$ cat config.mk
export PLATFORM = sky130hd
export DESIGN_NAME = lpb_ctrl
export DESIGN_NICKNAME = d
export VERILOG_FILES = /design/src/rtl/lpb_pkg.sv /design/src/rtl/lpb_rst_sync.sv /design/src/rtl/lpb_fault_merge.sv /design/src/rtl/lpb_port_ctrl.sv /design/src/rtl/lpb_ctrl.sv
export SDC_FILE = /design/constraint.sdc
export NUM_CORES = 1
export LEC_CHECK = 0
export ABC_AREA = 1
export BUFFER_PORTS_ARGS = -buffer_cell sky130_fd_sc_hd__buf_2
export CAP_MARGIN = 20
export CORE_AREA = 2 2 39 41
export CTS_BUF_LIST = sky130_fd_sc_hd__clkbuf_8 sky130_fd_sc_hd__clkbuf_16
export CTS_CLUSTER_DIAMETER = 30
export DETAILED_ROUTE_END_ITERATION = 8
export DIE_AREA = 0 0 41 43
export PLACE_DENSITY = 0.46
export SLEW_MARGIN = 20
export SYNTH_ARGS = -nofsm -noshare
export SYNTH_HDL_FRONTEND = slang
export SYNTH_SLANG_ARGS = --single-unit
$ cat constraint.sdc
create_clock -name clk -period 1.12 [get_ports clk]
set_clock_uncertainty 0.2 [all_clocks]
set_input_delay 0.168 -clock clk [delete_from_list [all_inputs] [get_ports clk]]
set_output_delay 0.168 -clock clk [all_outputs]
set_load 0.02 [all_outputs]
$ cat src/rtl/lpb_pkg.sv
package lpb_pkg;
  // Per-port bypass state; the encoding is the inverse of the pin level.
  typedef enum logic {
    ST_LOOP   = 1'b0,
    ST_BYPASS = 1'b1
  } port_state_e;

  // Position of each fault flag inside the fault vector.
  typedef enum int {
    FLT_WRAP    = 0,
    FLT_RX_CLK  = 1,
    FLT_TX_CLK  = 2,
    FLT_HW      = 3
  } fault_idx_e;

  localparam int FAULT_COUNT = 4;
endpackage

$ cat src/rtl/lpb_rst_sync.sv
module lpb_rst_sync #(
  parameter int STAGES = 2
) (
  input  logic clk,
  input  logic rst_n,
  output logic rst_sync_n
);
  logic [STAGES-1:0] chain_q;
  logic [STAGES-1:0] chain_d;

  always_comb begin
    chain_d = {chain_q[STAGES-2:0], 1'b1};
  end

  always_ff @(posedge clk or negedge rst_n) begin
    if (!rst_n) chain_q <= '0;
    else        chain_q <= chain_d;
  end

  assign rst_sync_n = chain_q[STAGES-1];
endmodule

$ cat src/rtl/lpb_fault_merge.sv
module lpb_fault_merge #(
  parameter int NUM_FAULTS = lpb_pkg::FAULT_COUNT
) (
  input  logic [NUM_FAULTS-1:0] fault_flags,
  input  logic                  selftest_done,
  output logic                  fault_any,
  output logic                  release_ok
);
  always_comb begin
    fault_any  = |fault_flags;
    release_ok = selftest_done && !fault_any;
  end
endmodule

$ cat src/rtl/lpb_port_ctrl.sv
module lpb_port_ctrl
  import lpb_pkg::*;
(
  input  logic clk,
  input  logic rst_n,
  input  logic fault_any,
  input  logic release_ok,
  input  logic bypass_prim,
  input  logic enable_prim,
  output logic byp_en_n,
  output logic byp_led_n
);
  port_state_e state_q;
  port_state_e state_d;
  logic        upd_en;

  always_comb begin
    state_d = state_q;
    if (fault_any || bypass_prim)        state_d = ST_BYPASS;
    else if (enable_prim && release_ok)  state_d = ST_LOOP;
    upd_en = (state_d != state_q);
  end

  always_ff @(posedge clk or negedge rst_n) begin
    if (!rst_n)      state_q <= ST_BYPASS;
    else if (upd_en) state_q <= state_d;
  end

  always_comb begin
    byp_en_n  = (state_q != ST_BYPASS);
    byp_led_n = (state_q != ST_BYPASS);
  end


  fault_forces_bypass_chk: assert property (@(posedge clk) disable iff (!rst_n)
    fault_any |=> (state_q == ST_BYPASS));


  prim_forces_bypass_chk: assert property (@(posedge clk) disable iff (!rst_n)
    bypass_prim |=> (state_q == ST_BYPASS));


  release_needs_permit_chk: assert property (@(posedge clk) disable iff (!rst_n)
    ($past(state_q) == ST_BYPASS && state_q == ST_LOOP) |->
      ($past(enable_prim) && $past(release_ok)));


  bypass_sticky_chk: assert property (@(posedge clk) disable iff (!rst_n)
    (state_q == ST_BYPASS && !enable_prim) |=> (state_q == ST_BYPASS));


  loop_sticky_chk: assert property (@(posedge clk) disable iff (!rst_n)
    (state_q == ST_LOOP && !fault_any && !bypass_prim) |=> (state_q == ST_LOOP));
endmodule

$ cat src/rtl/lpb_ctrl.sv
module lpb_ctrl #(
  parameter int NUM_PORTS  = 2,
  parameter int NUM_FAULTS = lpb_pkg::FAULT_COUNT
) (
  input  logic                  clk,
  input  logic                  rst_n,
  input  logic [NUM_FAULTS-1:0] fault_flags,
  input  logic                  selftest_done,
  input  logic [NUM_PORTS-1:0]  bypass_prim,
  input  logic [NUM_PORTS-1:0]  enable_prim,
  output logic [NUM_PORTS-1:0]  byp_en_n,
  output logic [NUM_PORTS-1:0]  byp_led_n
);
  logic rst_sync_n;
  logic fault_any;
  logic release_ok;

  lpb_rst_sync #(.STAGES(2)) u_rst (
    .clk        (clk),
    .rst_n      (rst_n),
    .rst_sync_n (rst_sync_n)
  );

  lpb_fault_merge #(.NUM_FAULTS(NUM_FAULTS)) u_fault (
    .fault_flags   (fault_flags),
    .selftest_done (selftest_done),
    .fault_any     (fault_any),
    .release_ok    (release_ok)
  );

  for (genvar p = 0; p < NUM_PORTS; p++) begin : g_port
    lpb_port_ctrl u_port (
      .clk         (clk),
      .rst_n       (rst_sync_n),
      .fault_any   (fault_any),
      .release_ok  (release_ok),
      .bypass_prim (bypass_prim[p]),
      .enable_prim (enable_prim[p]),
      .byp_en_n    (byp_en_n[p]),
      .byp_led_n   (byp_led_n[p])
    );
  end


  led_tracks_enable_chk: assert property (@(posedge clk) disable iff (!rst_sync_n)
    byp_led_n == byp_en_n);
endmodule

==> impl_metrics.ini <==
[floorplan]
num_rows = 14
io_pins = 15
initial_core_util_pct = 14.1
coreArea_sq_um = 1380
die_area_sq_um = 1760
fp.dieH_um = 43
dieWidth_um = 41

[sta]
maxSlewViolCount = 0
rsz0062_at_grt = yes
layout_setup_ws_ns = -0.153
finalSetupTns_ns = -0.601
setup_viol = 4
period_needed_ns = 1.27
hold_viol = 0
timing.final.crit_share_pct = 114
holdWs_ns = 0.00248
max_freq_mhz = 785

[power_and_ir_drop]
power_leakage_uw = 0.000192
peakVddDrop_mv = 0.908
finalPower_uw = 493
power.density_nw_per_um2 = 1390

[routing]
drt_iter0_markers = 3
drc = 0
viasPerCell = 3.38
ant_nets = 0
first_pass_iters = 2
vias = 186
routed_wl_um = 372
wl_per_cell_um = 6.76

[yosys]
yosysSeqAreaShare_pct = 52.6
synth_top_family_by_area = simple AND/OR/NAND/NOR gates
synth_cell_types = 9
synth-simple-area-share_pct = 26.3
synthAdderAreaFrac_pct = 0
syn_area_sq_um = 195
muxShareOfSynthArea_pct = 0
avgSynthCellArea_sq_um = 8.87
ys_warn_count = 0
syn_inst = 22
synth_compound_area_share_pct = 0
ys_seq_elements = 4
syn-num-nets = 33
synth_xor_area_share_pct = 0

[global_routing]
antenna_found_initial = 0
grt_overflow_total = 0
grt_pass1_vias = 217
grt_first_pass_wirelength_um = 724
grt_usage_pct = 6.75
grt_max_degree = 4

[clock_tree]
path_clk_slew_ns = 0.03
insertion_delay_ns = 0.22
h-tree-depth = 1
post_cts_buffers = 0
clock-sinks = 4
cts_inserted_buffers = 3
cts_buffer_depth = 2
cts-root-buf = clkbuf_8
cts_tree = done

[setup_path]
worstSetupPathType = reg -> out
crit_slowest_cell = dfstp_2
critPathCaptureType = primary output
cpLargestDelayFamily = flip-flops
required_ns = 0.75
cpPeakStageDelay_ns = 0.53
critPathMaxFanout = 2
crit_buf_inv = 2
start_kind = flip-flop
critical_path_arrival_ns = 0.91
path_cells = inv_2 > buf_6

[finish]
syn_to_final_growth_pct = 82.1
diodes = 0
drive_gt1_share_pct = 59.0
multi_input_area_sq_um = 55.1
regArea_sq_um = 103
nets = 51
fillers = 154
fin_util_pct = 25.7
final_area_sq_um = 355

[run_status]
status = complete, but fails checks
failed_checks = setup timing

[place]
place_area_sq_um = 255
portBuffers = 14
gp_congestion = 0.601

[flow_run]
cap_violations = 0

[min_path]
min-delay-path-class = reg -> async
==> logic make-up (layout without fill, tap and decap cells) <==
| kind of cell | Yosys count | in the layout |
|---|---|---|
| simple gates | 11 | 11 |
| buf+inv | 6 | 23 |
| flops | 4 | 4 |
| other cells | 1 | 1 |
==> final timing paths <==
check,cells after the start,endpoint,from,slack [ns]
hold / removal,0,g_port[1].u_port.state_q$_DFFE_PN1P_,u_rst.chain_q[1]$_DFF_PN0_,0.002
setup reg to reg,2,g_port[1].u_port.state_q$_DFFE_PN1P_,g_port[1].u_port.state_q$_DFFE_PN1P_,0.23
max in group asynchronous,2,u_rst.chain_q[0]$_DFF_PN0_,rst_n,0.56
setup / recovery,2,byp_led_n[0],g_port[0].u_port.state_q$_DFFE_PN1P_,-0.15
hold reg to reg,0,g_port[1].u_port.state_q$_DFFE_PN1P_,u_rst.chain_q[1]$_DFF_PN0_,0.002
min in group clk,4,g_port[0].u_port.state_q$_DFFE_PN1P_,enable_prim[0],0.02
==> metal layers <==
layer	wire [um]	global-route usage, %	part of all wire (%)
met3	57	6.28	15
met5	0	0	0
met1	118	5.54	32
met2	196	10.0	53
met4	0	4.00	0
==> placed cells by master, fill, tap and decap left out, drive strengths merged <==
cell type,count
buf,14
clkbuf,3
conb,1
dfrtp,2
dfstp,2
dlygate4sd3,3
inv,3
nand2,5
nand4,2
nor2,4
==> metrics by stage <==
stage	std cells	setup WS [ns]
floorplan	22	0.0653
global placement	48	0.0474
detailed placement	48	0.0446
CTS	55	-0.166
global route	55	-0.182
finish	55	-0.153
==> cell usage after synthesis (all sizes together) <==
cell	count	area [sq um]
inv	2	7.51
conb	1	3.75
dfrtp	2	50.1
nor2	4	20.0
dfstp	2	52.6
buf	4	30.0
nand4	2	12.5
nand2	5	18.8
==> report_power, final <==
group	switching [uW]	internal [uW]
sequential	1.57	150
combinational	12.3	21.6
clock	74.0	234
==> flip-flops by register name (all words and copies together) (netlist names) <==
register and flops:
g_port.u_port.state_q 2, u_rst.chain_q 2
==> area by class of cell <==
| class | count | area share (%) |
|---|---|---|
| Clock buffer | 3 | 11.6 |
| Clock inverter | 1 | 1.06 |
| Inverter | 2 | 2.11 |
| Multi-Input combinational cell | 12 | 15.5 |
| Sequential cell | 4 | 28.9 |
| Tap cell | 16 | 5.63 |
| Timing Repair Buffer | 17 | 35.2 |
==> worst reg2reg max path, cell delays in order (launching register included) <==
cell	delay, ns
dfstp_2	0.52
nand2_1	0.06
nand2_1	0.05
==> repair_timing <==
action / CTS / global route
hold buffers: 3 / 0
setup endpoints to repair: 4 / 4
resized for setup: 10 / 0
endpoints found under the hold margin: 4 / 0
(Power assumes the default switching activity.)
